--- src/rtl/lldma_pkg.sv ---
package lldma_pkg;

    localparam int PKG_ADDR_W     = 24;
    localparam int PKG_LEN_W      = 16;
    localparam int PKG_WORD_W     = 16;
    localparam int PKG_DESC_BYTES = 8;

    // word offsets inside a descriptor
    localparam logic [2:0] OFS_ADDR_LO = 3'd0;
    localparam logic [2:0] OFS_ADDR_HI = 3'd2;
    localparam logic [2:0] OFS_TYPE    = 3'd4;
    localparam logic [2:0] OFS_LEN     = 3'd6;

    localparam logic [7:0] TC_END      = 8'h00;
    localparam logic [7:0] TC_LINK     = 8'h01;
    localparam logic [7:0] TC_RDY      = 8'h02;
    localparam logic [7:0] TC_RDY_EOB  = 8'h03;
    localparam logic [7:0] TC_BUSY     = 8'h04;
    localparam logic [7:0] TC_DONE     = 8'h05;
    localparam logic [7:0] TC_STAT     = 8'hC0;

    typedef enum logic [3:0] {
        S_IDLE,
        S_RD0,
        S_RD1,
        S_RD2,
        S_RD3,
        S_MARK,
        S_XFER,
        S_STORE
    } seq_state_t;

    typedef enum logic [1:0] {
        ACT_END,
        ACT_LINK,
        ACT_BUF
    } desc_act_t;

    typedef struct packed {
        desc_act_t  act;
        logic       notify;
        logic       has_cmd;
        logic [5:0] cmd;
    } desc_decode_t;

    function automatic desc_decode_t decode_type(input logic [7:0] t);
        desc_decode_t d;
        d.act     = ACT_END;
        d.notify  = 1'b0;
        d.has_cmd = 1'b0;
        d.cmd     = t[5:0];
        if (t == TC_LINK) begin
            d.act = ACT_LINK;
        end else if (t == TC_RDY || t == TC_RDY_EOB) begin
            d.act    = ACT_BUF;
            d.notify = t[0];
        end else if (t[7:6] == 2'b01 || t[7:6] == 2'b10) begin
            d.act     = ACT_BUF;
            d.has_cmd = 1'b1;
            d.notify  = t[7];
        end
        return d;
    endfunction

    function automatic logic [7:0] done_code(input logic [6:0] stat);
        return stat[6] ? (TC_STAT | {2'b00, stat[5:0]}) : TC_DONE;
    endfunction

endpackage

--- src/rtl/lldma_lar.sv ---
module lldma_lar #(
    parameter int ADDR_W = 24,
    parameter int ALIGN  = 3
) (
    input  logic              clk,
    input  logic              rst,
    input  logic              reg_we,
    input  logic [1:0]        reg_sel,
    input  logic [7:0]        reg_wdata,
    input  logic              link_load,
    input  logic [ADDR_W-1:ALIGN] link_addr,
    input  logic              advance,
    input  logic              stop,
    output logic [ADDR_W-1:ALIGN] list_hi,
    output logic              run
);
    localparam int NLANES = (ADDR_W + 7) / 8;
    localparam int PTR_W  = ADDR_W - ALIGN;
    localparam logic [PTR_W-1:0] PTR_ONE = 1;

    logic [ADDR_W-1:ALIGN] lar_q;
    logic                  run_q;

    wire unused_lowbits = ^reg_wdata[ALIGN-1:0];

    always_ff @(posedge clk) begin
        if (rst) begin
            lar_q <= '0;
            run_q <= 1'b0;
        end else begin
            if (reg_we && !run_q) begin
                for (int i = ALIGN; i < ADDR_W; i++) begin
                    if ((i / 8) == int'(reg_sel)) begin
                        lar_q[i] <= reg_wdata[i % 8];
                    end
                end
                if (int'(reg_sel) == NLANES - 1) begin
                    run_q <= 1'b1;
                end
            end else if (link_load) begin
                lar_q <= link_addr;
            end else if (advance) begin
                lar_q <= lar_q + PTR_ONE;
            end
            if (stop) begin
                run_q <= 1'b0;
            end
        end
    end

    assign list_hi = lar_q;
    assign run     = run_q;

endmodule

--- src/rtl/lldma_bufctr.sv ---
module lldma_bufctr #(
    parameter int ADDR_W = 24,
    parameter int LEN_W  = 16,
    parameter int WORD_W = 16
) (
    input  logic              clk,
    input  logic              rst,
    input  logic              ld_lo,
    input  logic              ld_hi,
    input  logic              ld_len,
    input  logic              step,
    input  logic [WORD_W-1:0] word_in,
    output logic [ADDR_W-1:0] buf_addr,
    output logic [LEN_W-1:0]  remain
);
    localparam int HI_W = ADDR_W - WORD_W;
    localparam logic [ADDR_W-1:0] ADDR_ONE = 1;
    localparam logic [LEN_W-1:0]  LEN_ONE  = 1;

    logic [ADDR_W-1:0] addr_q;
    logic [LEN_W-1:0]  len_q;

    wire unused_hibyte = ^word_in[WORD_W-1:HI_W];

    always_ff @(posedge clk) begin
        if (rst) begin
            addr_q <= '0;
            len_q  <= '0;
        end else begin
            if (ld_lo) begin
                addr_q[WORD_W-1:0] <= word_in;
            end else if (ld_hi) begin
                addr_q[ADDR_W-1:WORD_W] <= word_in[HI_W-1:0];
            end else if (step) begin
                addr_q <= addr_q + ADDR_ONE;
            end
            if (ld_len) begin
                len_q <= word_in[LEN_W-1:0];
            end else if (step) begin
                len_q <= len_q - LEN_ONE;
            end
        end
    end

    assign buf_addr = addr_q;
    assign remain   = len_q;

endmodule

--- src/rtl/lldma_seq.sv ---
module lldma_seq
    import lldma_pkg::*;
#(
    parameter int ADDR_W = 24,
    parameter int ALIGN  = 3,
    parameter int LEN_W  = 16,
    parameter int WORD_W = 16
) (
    input  logic                  clk,
    input  logic                  rst,
    input  logic                  run,
    input  logic [ADDR_W-1:ALIGN] list_hi,
    input  logic [ADDR_W-1:0]     buf_addr,
    input  logic [LEN_W-1:0]      remain,
    input  logic                  xfer_to_dev,
    input  logic                  bus_gnt,
    input  logic [7:0]            rd_byte,
    input  logic                  dev_req,
    input  logic                  dev_term,
    input  logic [6:0]            dev_status,
    input  logic [7:0]            dev_rdata,
    output logic                  bus_req,
    output logic [ADDR_W-1:0]     mem_addr,
    output logic                  mem_rd,
    output logic                  mem_wr,
    output logic                  mem_wide,
    output logic [WORD_W-1:0]     mem_wdata,
    output logic                  dev_typefetch,
    output logic [5:0]            dev_cmd,
    output logic                  dev_ack,
    output logic                  dev_eob,
    output logic                  dev_store,
    output logic [7:0]            dev_wdata,
    output logic                  ld_lo,
    output logic                  ld_hi,
    output logic                  ld_len,
    output logic                  step,
    output logic                  link_load,
    output logic                  advance,
    output logic                  stop
);
    localparam logic [LEN_W-1:0] LEN_ONE = 1;

    seq_state_t   st_q, st_d;
    logic [7:0]   type_q;
    desc_decode_t dec;
    logic         last_byte;

    assign dec       = decode_type(type_q);
    assign last_byte = (remain == LEN_ONE);

    always_ff @(posedge clk) begin
        if (rst) begin
            st_q   <= S_IDLE;
            type_q <= TC_END;
        end else begin
            st_q <= st_d;
            if (st_q == S_RD2 && bus_gnt) begin
                type_q <= rd_byte;
            end
        end
    end

    always_comb begin
        st_d          = st_q;
        bus_req       = run;
        mem_addr      = '0;
        mem_rd        = 1'b0;
        mem_wr        = 1'b0;
        mem_wide      = 1'b1;
        mem_wdata     = '0;
        dev_typefetch = 1'b0;
        dev_cmd       = '0;
        dev_ack       = 1'b0;
        dev_eob       = 1'b0;
        dev_store     = 1'b0;
        dev_wdata     = '0;
        ld_lo         = 1'b0;
        ld_hi         = 1'b0;
        ld_len        = 1'b0;
        step          = 1'b0;
        link_load     = 1'b0;
        advance       = 1'b0;
        stop          = 1'b0;
        case (st_q)
            S_IDLE: begin
                if (run) st_d = S_RD0;
            end
            S_RD0: begin
                mem_addr = {list_hi, OFS_ADDR_LO};
                mem_rd   = bus_gnt;
                ld_lo    = bus_gnt;
                if (bus_gnt) st_d = S_RD1;
            end
            S_RD1: begin
                mem_addr = {list_hi, OFS_ADDR_HI};
                mem_rd   = bus_gnt;
                ld_hi    = bus_gnt;
                if (bus_gnt) st_d = S_RD2;
            end
            S_RD2: begin
                mem_addr = {list_hi, OFS_TYPE};
                mem_rd   = bus_gnt;
                if (bus_gnt) st_d = S_RD3;
            end
            S_RD3: begin
                mem_addr = {list_hi, OFS_LEN};
                mem_rd   = bus_gnt;
                ld_len   = bus_gnt;
                if (bus_gnt) begin
                    case (dec.act)
                        ACT_LINK: begin
                            link_load = 1'b1;
                            st_d      = S_RD0;
                        end
                        ACT_BUF: st_d = S_MARK;
                        default: begin
                            stop = 1'b1;
                            st_d = S_IDLE;
                        end
                    endcase
                end
            end
            S_MARK: begin
                mem_addr      = {list_hi, OFS_TYPE};
                mem_wr        = bus_gnt;
                mem_wdata     = {8'h00, TC_BUSY};
                dev_typefetch = bus_gnt;
                dev_cmd       = (bus_gnt && dec.has_cmd) ? dec.cmd : 6'd0;
                if (bus_gnt) st_d = (remain == '0) ? S_STORE : S_XFER;
            end
            S_XFER: begin
                if (dev_term) begin
                    st_d = S_STORE;
                end else if (dev_req && bus_gnt) begin
                    mem_addr  = buf_addr;
                    mem_wide  = 1'b0;
                    mem_rd    = xfer_to_dev;
                    mem_wr    = !xfer_to_dev;
                    mem_wdata = {8'h00, dev_rdata};
                    dev_wdata = xfer_to_dev ? rd_byte : 8'h00;
                    dev_ack   = 1'b1;
                    dev_eob   = dec.notify && last_byte;
                    step      = 1'b1;
                    if (last_byte) st_d = S_STORE;
                end
            end
            S_STORE: begin
                dev_store = 1'b1;
                mem_addr  = {list_hi, OFS_TYPE};
                mem_wr    = bus_gnt;
                mem_wdata = {8'h00, done_code(dev_status)};
                advance   = bus_gnt;
                if (bus_gnt) st_d = S_RD0;
            end
            default: st_d = S_IDLE;
        endcase
    end

endmodule

--- src/rtl/ll_dma_channel.sv ---
module ll_dma_channel
    import lldma_pkg::*;
#(
    parameter int ADDR_W     = PKG_ADDR_W,
    parameter int LEN_W      = PKG_LEN_W,
    parameter int WORD_W     = PKG_WORD_W,
    parameter int DESC_BYTES = PKG_DESC_BYTES
) (
    input  logic              clk,
    input  logic              rst,
    input  logic              reg_we,
    input  logic [1:0]        reg_sel,
    input  logic [7:0]        reg_wdata,
    output logic              run,
    input  logic              xfer_to_dev,
    output logic              bus_req,
    input  logic              bus_gnt,
    output logic [ADDR_W-1:0] mem_addr,
    output logic              mem_rd,
    output logic              mem_wr,
    output logic              mem_wide,
    output logic [WORD_W-1:0] mem_wdata,
    input  logic [WORD_W-1:0] mem_rdata,
    input  logic              dev_req,
    input  logic              dev_term,
    output logic              dev_typefetch,
    output logic [5:0]        dev_cmd,
    output logic              dev_ack,
    output logic              dev_eob,
    output logic              dev_store,
    input  logic [6:0]        dev_status,
    output logic [7:0]        dev_wdata,
    input  logic [7:0]        dev_rdata
);
    localparam int ALIGN = $clog2(DESC_BYTES);

    logic [ADDR_W-1:ALIGN] list_hi;
    logic [ADDR_W-1:0]     buf_addr;
    logic [LEN_W-1:0]      remain;
    logic ld_lo, ld_hi, ld_len, step, link_load, advance, stop;

    lldma_lar #(.ADDR_W(ADDR_W), .ALIGN(ALIGN)) u_lar (
        .clk       (clk),
        .rst       (rst),
        .reg_we    (reg_we),
        .reg_sel   (reg_sel),
        .reg_wdata (reg_wdata),
        .link_load (link_load),
        .link_addr (buf_addr[ADDR_W-1:ALIGN]),
        .advance   (advance),
        .stop      (stop),
        .list_hi   (list_hi),
        .run       (run)
    );

    lldma_bufctr #(.ADDR_W(ADDR_W), .LEN_W(LEN_W), .WORD_W(WORD_W)) u_buf (
        .clk      (clk),
        .rst      (rst),
        .ld_lo    (ld_lo),
        .ld_hi    (ld_hi),
        .ld_len   (ld_len),
        .step     (step),
        .word_in  (mem_rdata),
        .buf_addr (buf_addr),
        .remain   (remain)
    );

    lldma_seq #(.ADDR_W(ADDR_W), .ALIGN(ALIGN), .LEN_W(LEN_W), .WORD_W(WORD_W)) u_seq (
        .clk           (clk),
        .rst           (rst),
        .run           (run),
        .list_hi       (list_hi),
        .buf_addr      (buf_addr),
        .remain        (remain),
        .xfer_to_dev   (xfer_to_dev),
        .bus_gnt       (bus_gnt),
        .rd_byte       (mem_rdata[7:0]),
        .dev_req       (dev_req),
        .dev_term      (dev_term),
        .dev_status    (dev_status),
        .dev_rdata     (dev_rdata),
        .bus_req       (bus_req),
        .mem_addr      (mem_addr),
        .mem_rd        (mem_rd),
        .mem_wr        (mem_wr),
        .mem_wide      (mem_wide),
        .mem_wdata     (mem_wdata),
        .dev_typefetch (dev_typefetch),
        .dev_cmd       (dev_cmd),
        .dev_ack       (dev_ack),
        .dev_eob       (dev_eob),
        .dev_store     (dev_store),
        .dev_wdata     (dev_wdata),
        .ld_lo         (ld_lo),
        .ld_hi         (ld_hi),
        .ld_len        (ld_len),
        .step          (step),
        .link_load     (link_load),
        .advance       (advance),
        .stop          (stop)
    );

endmodule

--- config.mk ---
export PLATFORM = sky130hd
export DESIGN_NAME = ll_dma_channel
export DESIGN_NICKNAME = d
export VERILOG_FILES = /design/src/rtl/lldma_pkg.sv /design/src/rtl/lldma_lar.sv /design/src/rtl/lldma_bufctr.sv /design/src/rtl/lldma_seq.sv /design/src/rtl/ll_dma_channel.sv
export SDC_FILE = /design/constraint.sdc
export NUM_CORES = 1
export LEC_CHECK = 0
export ABC_CLOCK_PERIOD_IN_PS = 3930
export CAP_MARGIN = 5
export CORE_AREA = 8 8 114 143
export DETAILED_ROUTE_END_ITERATION = 8
export DIE_AREA = 0 0 122 151
export DONT_BUFFER_PORTS = 1
export HOLD_SLACK_MARGIN = 0.02
export SETUP_SLACK_MARGIN = 0.1
export SYNTH_ARGS = -nofsm -noshare
export SYNTH_HDL_FRONTEND = slang
export SYNTH_HIERARCHICAL = 1
export SYNTH_SLANG_ARGS = --single-unit
--- constraint.sdc ---
create_clock -name clk -period 3.93 [get_ports clk]
set_input_delay 0.393 -clock clk [delete_from_list [all_inputs] [get_ports clk]]
set_output_delay 0.393 -clock clk [all_outputs]
set_load 0.01 [all_outputs]
==> results_dict.tcl, run 1 <==
set metrics [dict create \
    die-area_mm2 0.0184 \
    initial_core_util 0.392 \
    grtUsageTotal 0.190 \
    synthArstFlopShare 0 \
    hold_violations 0 \
    cts_resized 0 \
    cp-end-kind "flop" \
    core_region_area_mm2 0.0140 \
    antenna_found_initial 0 \
    dp_hpwl_um 12700 \
    yosysSeqAreaShare 0.266 \
    reg2regPathDepth 9 \
    drv_slew 0 \
    routabilityCongestion 0.893 \
    setup_slack_ps 949 \
    fmaxAchievable_mhz 335 \
    worstHoldPathCells 1 \
    synth_edf_count 0 \
    p_total_w 0.00237 \
    cts_made_buffers 9 \
    dp_worst_setup_slack_ps 997 \
    arrival_ps 3270 \
    synth_common_cells "83 x nand2_1, 73 x dfxtp_1, 51 x nor2_1, 45 x a21oi_1, 31 x o21ai_0" \
    setup_viol 0 \
    tightestPinTransition_ps 1000 \
    htree_levels 3 \
    vias 5508 \
    crit_type "reg -> reg" \
    syn_area_per_cell_um2 7.76 \
    rows 49 \
    die_x_um 122 \
    grt_max_degree 75 \
    cts_tree "yes" \
    synthFlopType "dfxtp_1" \
    max_slew_margin 0.333 \
    status "finished clean" \
    via_per_inst 6.38 \
    grt_pass1_wl_um 27800 \
    wl_per_cell_um 20.9 \
    rsz0062_at_grt "no" \
    post-route-util 0.415 \
    post-route-period-util 0.759 \
    ctsHoldBuffers 0 \
    power_leakage_nw 1.98 \
    fp.dieH_um 151 \
    port_buffers 0 \
    r2r_start "u_seq/st_q[2]$_SDFFE_PP0P_" \
    post-route-drc-count 0 \
    yosysTopAreaCell "dfxtp_1" \
    synth_top_area_frac 0.266 \
    post_cts_buffers 0 \
    cp_max_fo 53 \
    yosysWarnings 6 \
    cts_buffer_depth 2 \
    worst_hold_path_type "in -> reg" \
    globalRouteOverflowTotal 0 \
    io_pins 111 \
    synthCells 709 \
    drt_iter0_drc 571 \
    cts.sinks 73 \
    grt_pass1_vias 5165 \
    drt_first_pass_iters 5 \
    syn_area_mm2 0.00550 \
    yosys_register_bits 73 \
    ys_types 87 \
    min_period_ps 2980 \
    clock_insertion_delay_worst_skew_ps 350 \
    antennaDiodeCount 0 \
    drv_cap 0 \
    peakVddDrop_mv 0.180 \
    area_delta_synth_final_pct 5.91 \
    nets 735 \
    p_per_area_mw_per_mm2 407 \
    drive_gt1_frac 0.0933 \
    tns_ps 0 \
    clk_pin_slew_ps 60 \
    cts-root-buf "clkbuf_16" \
    final.setup_skew_ps 7.09 \
    drtAntennaViolNets 0 \
    wirelength_um 18000 \
    yosysMostFrequentCell "nand2_1" \
    critPathLaunchType "flop" \
    cp-startpoint "u_seq/st_q[2]$_SDFFE_PP0P_" \
    yosys-top-cells-area "dfxtp_1 27%, nand2_1 5.7%, a22o_1 4.1%" \
    critPathRequiredTime_ps 4220 \
    min_from "rst" \
]
-- metal layers --
metal | global-route usage | part of all wire
met1 | 0.230 | 0.42
met2 | 0.308 | 0.48
met3 | 0.0455 | 0.075
met4 | 0.0921 | 0.024
met5 | 0 | 0
-- layout by cell type (no fill, tap or decap), drive strengths merged, types with 19 or more instances in the layout --
cell type and instances:
a21oi 46, o21ai 32, dfxtp 73, a22o 26, nand2 83, nor2 52, nand3 27, inv 22
a211oi 19
-- stage by stage --
| stage | hold WS [ps] | cell area, µm² | cells |
|---|---|---|---|
| after floorplan | 436 | 5530 | 716 |
| after global placement | 440 | 5500 | 849 |
| after detailed placement | 458 | 5500 | 849 |
| after CTS | 107 | 5830 | 864 |
| after global routing | 110 | 5830 | 864 |
| final | 122 | 5830 | 864 |
-- worst max-delay path, cell delays in order (launching register included) --
cell and delay [ps]:
dfxtp_1 300, buf_4 200, nor3b_2 220, nand4_1 280
inv_2 230, buf_4 530, o21bai_1 320, or4_1 460
nor4_1 200, a311o_1 150
-- kinds of logic (layout without fill, tap and decap cells) --
logic type | count (synthesis) | after routing | share of synthesized area
AO/OA/AOI/OAI | 204 | 204 | 0.271
adder cells (fa/ha/maj) | 5 | 5 | 0.0114
multiplexers | 12 | 12 | 0.0236
AND/OR/NAND/NOR | 311 | 311 | 0.310
flip-flops | 73 | 73 | 0.266
XOR/XNOR | 26 | 26 | 0.0414
buffers and inverters | 77 | 47 | 0.0764
other | 1 | 8 | 0.000681
-- registers in the layout (all words and copies together), names as in the netlist --
signal,cells
u_buf/buf_addr,24
u_buf/remain,16
u_lar/list_hi,21
u_lar/run,1
u_seq/st_q,3
u_seq/type_q,8
-- power breakdown --
group          leakage, nW  switching (W)  internal [W]
sequential           0.593       0.000154      0.000818
combinational         1.23       0.000288      0.000192
clock                0.158       0.000334      0.000588
-- area by class of cell --
type | instances | area, µm²
Clock inverter | 4 | 76.3
Fill cell | 1441 | 8210
Clock buffer | 11 | 253
Inverter | 22 | 82.6
Multi-Input combinational cell | 566 | 3660
Sequential cell | 73 | 1460
Tap cell | 178 | 223
Timing Repair Buffer | 10 | 75.1
-- final timing paths --
path              slack, ps                               to
setup reg to reg        950  u_buf/buf_addr[19]$_SDFFE_PP0P_
hold / removal          120       u_seq/st_q[1]$_SDFFE_PP0P_
setup / recovery        950  u_buf/buf_addr[19]$_SDFFE_PP0P_
hold reg to reg         460     u_seq/type_q[6]$_SDFFE_PP0P_
Note: power is estimated with default switching activity, not from simulation.
==> run 2: changes to the inputs <==
- ABC_AREA: default -> 1
- ABC_CLOCK_PERIOD_IN_PS: 3930 -> 2530
- CORE_AREA: 8 8 114 143 -> 8 8 117 146
- DIE_AREA: 0 0 122 151 -> 0 0 125 154
- clock period: 3.93 -> 2.53 ns (I/O delays scaled with it)
==> run 2 against run 1 <==
Net effect: global-route usage is 0.49 points higher; critical path depth is 2 higher; critical path type unchanged; core utilization is 0.42 points higher; final cell count is 28% higher; clock-buffer cell count is 2 lower; synthesized area is 4.8% higher; sequential cell count stayed put; power is 80% higher; die area is 4.5% higher; synthesized cell count is 31% higher; design area is 6.2% higher.
==> results_dict.tcl, run 2 <==
set metrics [dict create \
    status "finished clean" \
    crit_family "buffers and inverters" \
    yosys-top-cells-area "dfxtp_1 25%, nand2_1 14%, nor2_1 9.0%" \
    grt_max_degree 35 \
    final_cells 1105 \
    p_per_area_mw_per_mm2 689 \
    cp_max_fo 10 \
    yosysTopAreaCell "dfxtp_1" \
    area_delta_synth_final_pct 7.38 \
    seq_power_share 0.348 \
    dp.cells 1091 \
    io_pins 111 \
    die_x_um 125 \
    r2r_slack_ps 230 \
    largest_register_ffs 24 \
    fmaxAchievable_mhz 434 \
    post-route-drc-count 0 \
    rows 50 \
    yosysWarnings 6 \
    drive_gt1_frac 0.103 \
    hold_violations 0 \
    yosysSeqAreaShare 0.253 \
    critPathRequiredTime_ps 2760 \
    nets 974 \
    power_leakage_nw 2.57 \
    critical_path_buf_inv_count 4 \
    grtUsageTotal 0.195 \
    port_buffers 0 \
    initial_core_util 0.391 \
    min_period_ps 2300 \
    post_cts_buffers 0 \
    yosysMostFrequentCell "nand2_1" \
    via_per_inst 5.43 \
    post-route-period-util 0.910 \
    globalRouteOverflowTotal 0 \
    synth_common_cells "209 x nand2_1, 138 x nor2_1, 100 x inv_1, 73 x dfxtp_1, 69 x o21ai_0" \
    wl_per_cell_um 17.0 \
    tightestPinTransition_ps 616 \
    drtAntennaViolNets 0 \
    p_sw_w 0.00174 \
    syn_area_per_cell_um2 6.21 \
    routabilityCongestion 0.886 \
    cp-end-kind "flop" \
    synthFlopType "dfxtp_1" \
    fp.dieH_um 154 \
    p_sw_frac 0.409 \
    core_region_area_mm2 0.0148 \
    setup_viol 0 \
    mostFrequentLayoutCells "209 x nand2_1, 137 x nor2_1, 100 x inv_1, 73 x dfxtp_1, 69 x o21ai_0" \
    p_int_w 0.00252 \
    grt_pass1_vias 5619 \
    grt_pass1_wl_um 30200 \
    dp_hpwl_um 13900 \
    tns_ps 0 \
    arrival_ps 2540 \
    synthArstFlopShare 0 \
    htree_levels 3 \
    drt_iter0_drc 470 \
    clock_insertion_delay_worst_skew_ps 350 \
    p_clk_frac 0.292 \
    yosys_register_bits 73 \
    worst_hold_path_type "in -> reg" \
    antennaDiodeCount 0 \
    cts-root-buf "clkbuf_16" \
    cts.sinks 73 \
    antenna_found_initial 0 \
    crit_type "reg -> reg" \
    fillers 1641 \
    worstPathCellList "inv_2 > nand2_1 > nor2_1 > inv_1 > nor3_1 > buf_4 > o21ai_4 > o31ai_4 > inv_2 > a21oi_1 > a21oi_1" \
    peakVddDrop_mv 0.355 \
    synth_edf_count 0 \
    drv_cap 0 \
    drt_first_pass_iters 5 \
    max_slew_margin 0.589 \
    wirelength_um 18800 \
    cts_tree "yes" \
    syn_area_mm2 0.00577 \
    clk_pin_slew_ps 60 \
    crit_slowest_cell "dfxtp_1" \
    rsz0062_at_grt "yes" \
    cts_buffer_depth 2 \
    p_comb_frac 0.360 \
    final.setup_skew_ps 10.3 \
    synthCells 929 \
    ys_types 47 \
    critPathMaxStageDelay_ps 380 \
    cts_made_buffers 9 \
    die-area_mm2 0.0193 \
    mostFrequentLayoutCell "nand2_1" \
    drv_slew 0 \
    critPathLaunchType "flop" \
    synth_top_area_frac 0.253 \
    vias 6000 \
]
-- run 2: path summary, 6_finish.rpt --
kind,start,endpoint,cells after the start
min,mem_rdata[2],u_buf/remain[2]$_SDFFE_PP0P_,2
max reg2reg,u_seq/st_q[1]$_SDFFE_PP0P_,u_lar/list_hi[8]$_SDFFE_PP0P_,11
max,u_seq/st_q[1]$_SDFFE_PP0P_,u_lar/list_hi[8]$_SDFFE_PP0P_,11
min reg2reg,u_seq/type_q[7]$_SDFFE_PP0P_,u_seq/type_q[7]$_SDFFE_PP0P_,2
-- run 2: kinds of logic (layout without fill, tap and decap cells) --
| family | Yosys count | in the layout | share of synthesized area |
|---|---|---|---|
| buffers and inverters | 154 | 141 | 0.115 |
| DFF | 73 | 73 | 0.253 |
| other | 1 | 8 | 0.000650 |
| adders and majority gates | 5 | 5 | 0.0109 |
| xor gates and xnor gates | 22 | 22 | 0.0334 |
| AOI/OAI and AO/OA | 211 | 211 | 0.230 |
| and+or+nand+nor | 463 | 463 | 0.356 |
-- run 2: area by class of cell --
class	count	area [µm²]	share of cell area
timing repair buffer	12	115	0.0186
multi-input combinational	709	3670	0.593
inverter	116	440	0.0711
sequential	73	1460	0.236
clock inverter	4	47.5	0.00768
clock buffer	9	225	0.0364
tap	182	228	0.0368
-- run 2: repair_timing --
| item | in CTS | in global routing |
|---|---|---|
| setup endpoints to repair | 0 | 13 |
| gates resized for setup | 0 | 3 |
| endpoints found under the hold margin | 32 | 0 |
| hold buffers | 1 | 0 |
-- run 2: stage by stage --
step                instance area (µm²)  total power [W]  hold WS (ps)   util  setup WS [ps]
finish                             6190          0.00426          58.7  0.419            228
global route                       6190          0.00455          66.3  0.419           93.4
CTS                                6190          0.00427          51.1  0.419            273
detailed placement                 5890          0.00301           336  0.399            293
global placement                   5890          0.00301           328  0.399            327
floorplan                          5790          0.00268           326      -            682
-- run 2: metal layers --
| metal | vias to the layer above | global-route usage | wire (µm) |
|---|---|---|---|
| met4 | 0 | 0.0814 | 437 |
| li1 | 3012 | - | - |
| met5 | - | 0 | 0 |
| met2 | 163 | 0.335 | 9290 |
| met3 | 26 | 0.0443 | 1090 |
| met1 | 2799 | 0.228 | 8010 |
-- run 2: power groups by stage --
stage	logic [W]	clock network, W	registers, W
final	0.00154	0.00125	0.00148
after global routing	0.00173	0.00131	0.00151
after CTS	0.00153	0.00127	0.00148
after detailed placement	0.00151	0	0.00150
after global placement	0.00150	0	0.00150
after floorplan	0.00125	0	0.00143
==> run 3: changes to the inputs <==
- PLACE_DENSITY: default -> 0.54
==> run 3 against run 2 <==
Net effect: core utilization up 0.36 points; clock-buffer cell count unchanged; critical endpoint is now mem_addr[12]; combinational power about the same; register-to-register slack better by 60 ps; power up 4.3%; wire length up 4.3%; die area unchanged; non-clock buffer count unchanged; global-route usage up 0.61 points; hold slack worse by 3.4 ps; highest routed layer unchanged.
==> results_dict.tcl, run 3 (synthesized netlist as in run 2, its figures left out) <==
set metrics [dict create \
    drive_gt1_frac 0.107 \
    grtUsageTotal 0.201 \
    antenna_found_initial 0 \
    globalRouteOverflowTotal 0 \
    die_x_um 125 \
    grtUsageMet3 0.0356 \
    cp-end-kind "output pin" \
    cp_max_fo 22 \
    peakVddDrop_mv 0.360 \
    arrival_ps 2010 \
    r2r_slack_ps 290 \
    max_slew_margin 0.579 \
    nets 974 \
    hold_violations 0 \
    p_clk_frac 0.319 \
    mostFrequentLayoutCell "nand2_1" \
    p_sw_w 0.00181 \
    holdPathEnd "u_buf/buf_addr[12]$_SDFFE_PP0P_" \
    min_from "rst" \
    cts_tree "yes" \
    fin_hold_ws_ps 55.3 \
    post-route-period-util 0.896 \
    initial_core_util 0.391 \
    p_int_w 0.00264 \
    final.setup_skew_ps 10.5 \
    r2r_start "u_seq/type_q[6]$_SDFFE_PP0P_" \
    globalRouteMet2Util 0.359 \
    grt_max_degree 36 \
    reg2regPathDepth 12 \
    rows 50 \
    port_buffers 0 \
    cts.sinks 73 \
    clock_insertion_delay_worst_skew_ps 350 \
    grt_busiest_layer "met2" \
    cts-root-buf "clkbuf_16" \
    antennaDiodeCount 0 \
    die-area_mm2 0.0193 \
    fmaxAchievable_mhz 441 \
    core_region_area_mm2 0.0148 \
    min_period_ps 2270 \
    htree_levels 3 \
    cts_made_buffers 9 \
    cts_buffer_depth 2 \
    critPathRequiredTime_ps 2280 \
    critPathLaunchType "flop" \
    wl_per_cell_um 17.7 \
    crit_type "reg -> out" \
    post-route-drc-count 0 \
    drt_iter0_drc 420 \
    worstHoldPathCells 3 \
    largest_register_ffs 24 \
    wirelength_um 19600 \
    fp.dieH_um 154 \
    vias 5980 \
    drtAntennaViolNets 0 \
    rsz0062_at_grt "no" \
    p_per_area_mw_per_mm2 712 \
    tightestPinTransition_ps 631 \
    via_per_inst 5.40 \
    routabilityCongestion 0.859 \
    io_pins 111 \
    worst_hold_path_type "in -> reg" \
    p_comb_frac 0.347 \
    tns_ps 0 \
    drv_cap 0 \
    clk_pin_slew_ps 70 \
    drt_first_pass_iters 5 \
    area_delta_synth_final_pct 8.29 \
    power_leakage_nw 2.60 \
    mostFrequentLayoutCells "209 x nand2_1, 137 x nor2_1, 100 x inv_1, 73 x dfxtp_1, 69 x o21ai_0" \
    grt_pass1_vias 5659 \
    met1_usage 0.229 \
    setup_viol 0 \
    drv_slew 0 \
    dp_hpwl_um 14500 \
    grt_pass1_wl_um 31000 \
    p_sw_frac 0.406 \
    status "finished clean" \
    reg2reg_to "u_lar/list_hi[16]$_SDFFE_PP0P_" \
    seq_power_share 0.334 \
]
[run 3: critical path, stage by stage (launching register included)]
cell	delay, ps
dfxtp_1	480
inv_2	80
nand2_1	150
nand3_2	460
a22o_1	480
[run 3: through the flow]
stage | instances | utilization | cell area (µm²) | total power [W] | setup slack [ps]
after detailed placement | 1091 | 0.398 | 5880 | 0.00302 | 260
after global routing | 1108 | 0.423 | 6240 | 0.00475 | 125
after floorplan | 936 | - | 5790 | 0.00268 | 682
final | 1108 | 0.423 | 6240 | 0.00445 | 264
after CTS | 1108 | 0.422 | 6220 | 0.00446 | 137
after global placement | 1091 | 0.398 | 5880 | 0.00303 | 258
[run 3: per-layer routing]
| layer | routed length (µm) | vias to the layer above |
|---|---|---|
| li1 | - | 3017 |
| met1 | 8340 | 2797 |
| met2 | 9890 | 135 |
| met3 | 892 | 31 |
| met4 | 520 | 0 |
| met5 | 0 | - |
[run 3: cell type report]
type / count / area [µm²]
Fill cell: 1656 / 8520
Multi-Input combinational cell: 709 / 3680
Sequential cell: 73 / 1460
Inverter: 116 / 440
Tap cell: 182 / 228
Clock buffer: 9 / 225
Timing Repair Buffer: 12 / 115
Clock inverter: 7 / 95.1
[run 3: worst max-delay path by stage]
| stage | from | to | cells after the start |
|---|---|---|---|
| 2_1_floorplan | u_seq/st_q[1]$_SDFFE_PP0P_ | u_buf/buf_addr[15]$_SDFFE_PP0P_ | 12 |
| 3_3_place_gp | u_seq/type_q[6]$_SDFFE_PP0P_ | u_lar/list_hi[11]$_SDFFE_PP0P_ | 11 |
| 3_5_place_dp | u_seq/type_q[6]$_SDFFE_PP0P_ | u_lar/list_hi[16]$_SDFFE_PP0P_ | 12 |
| 4_1_cts | u_seq/st_q[1]$_SDFFE_PP0P_ | dev_wdata[6] | 7 |
| 5_1_grt | u_seq/st_q[1]$_SDFFE_PP0P_ | u_buf/remain[7]$_SDFFE_PP0P_ | 11 |
| 6_report | u_seq/st_q[1]$_SDFFE_PP0P_ | mem_addr[12] | 4 |
[run 3: power groups by stage]
stage | logic (W) | registers (W) | clock network, W
floorplan | 0.00125 | 0.00143 | 0
global placement | 0.00152 | 0.00151 | 0
detailed placement | 0.00151 | 0.00151 | 0
CTS | 0.00153 | 0.00148 | 0.00145
global route | 0.00175 | 0.00151 | 0.00150
finish | 0.00154 | 0.00148 | 0.00142
[run 3: what timing repair did]
item                                    in CTS  in global routing
endpoints found under the setup margin       9                 26
hold buffers                                 1                  0
gates cloned                                 0                  0
gates resized for setup                      1                  6
pin swaps                                    0                  0
setup buffers                                0                  0
endpoints found under the hold margin       32                  0
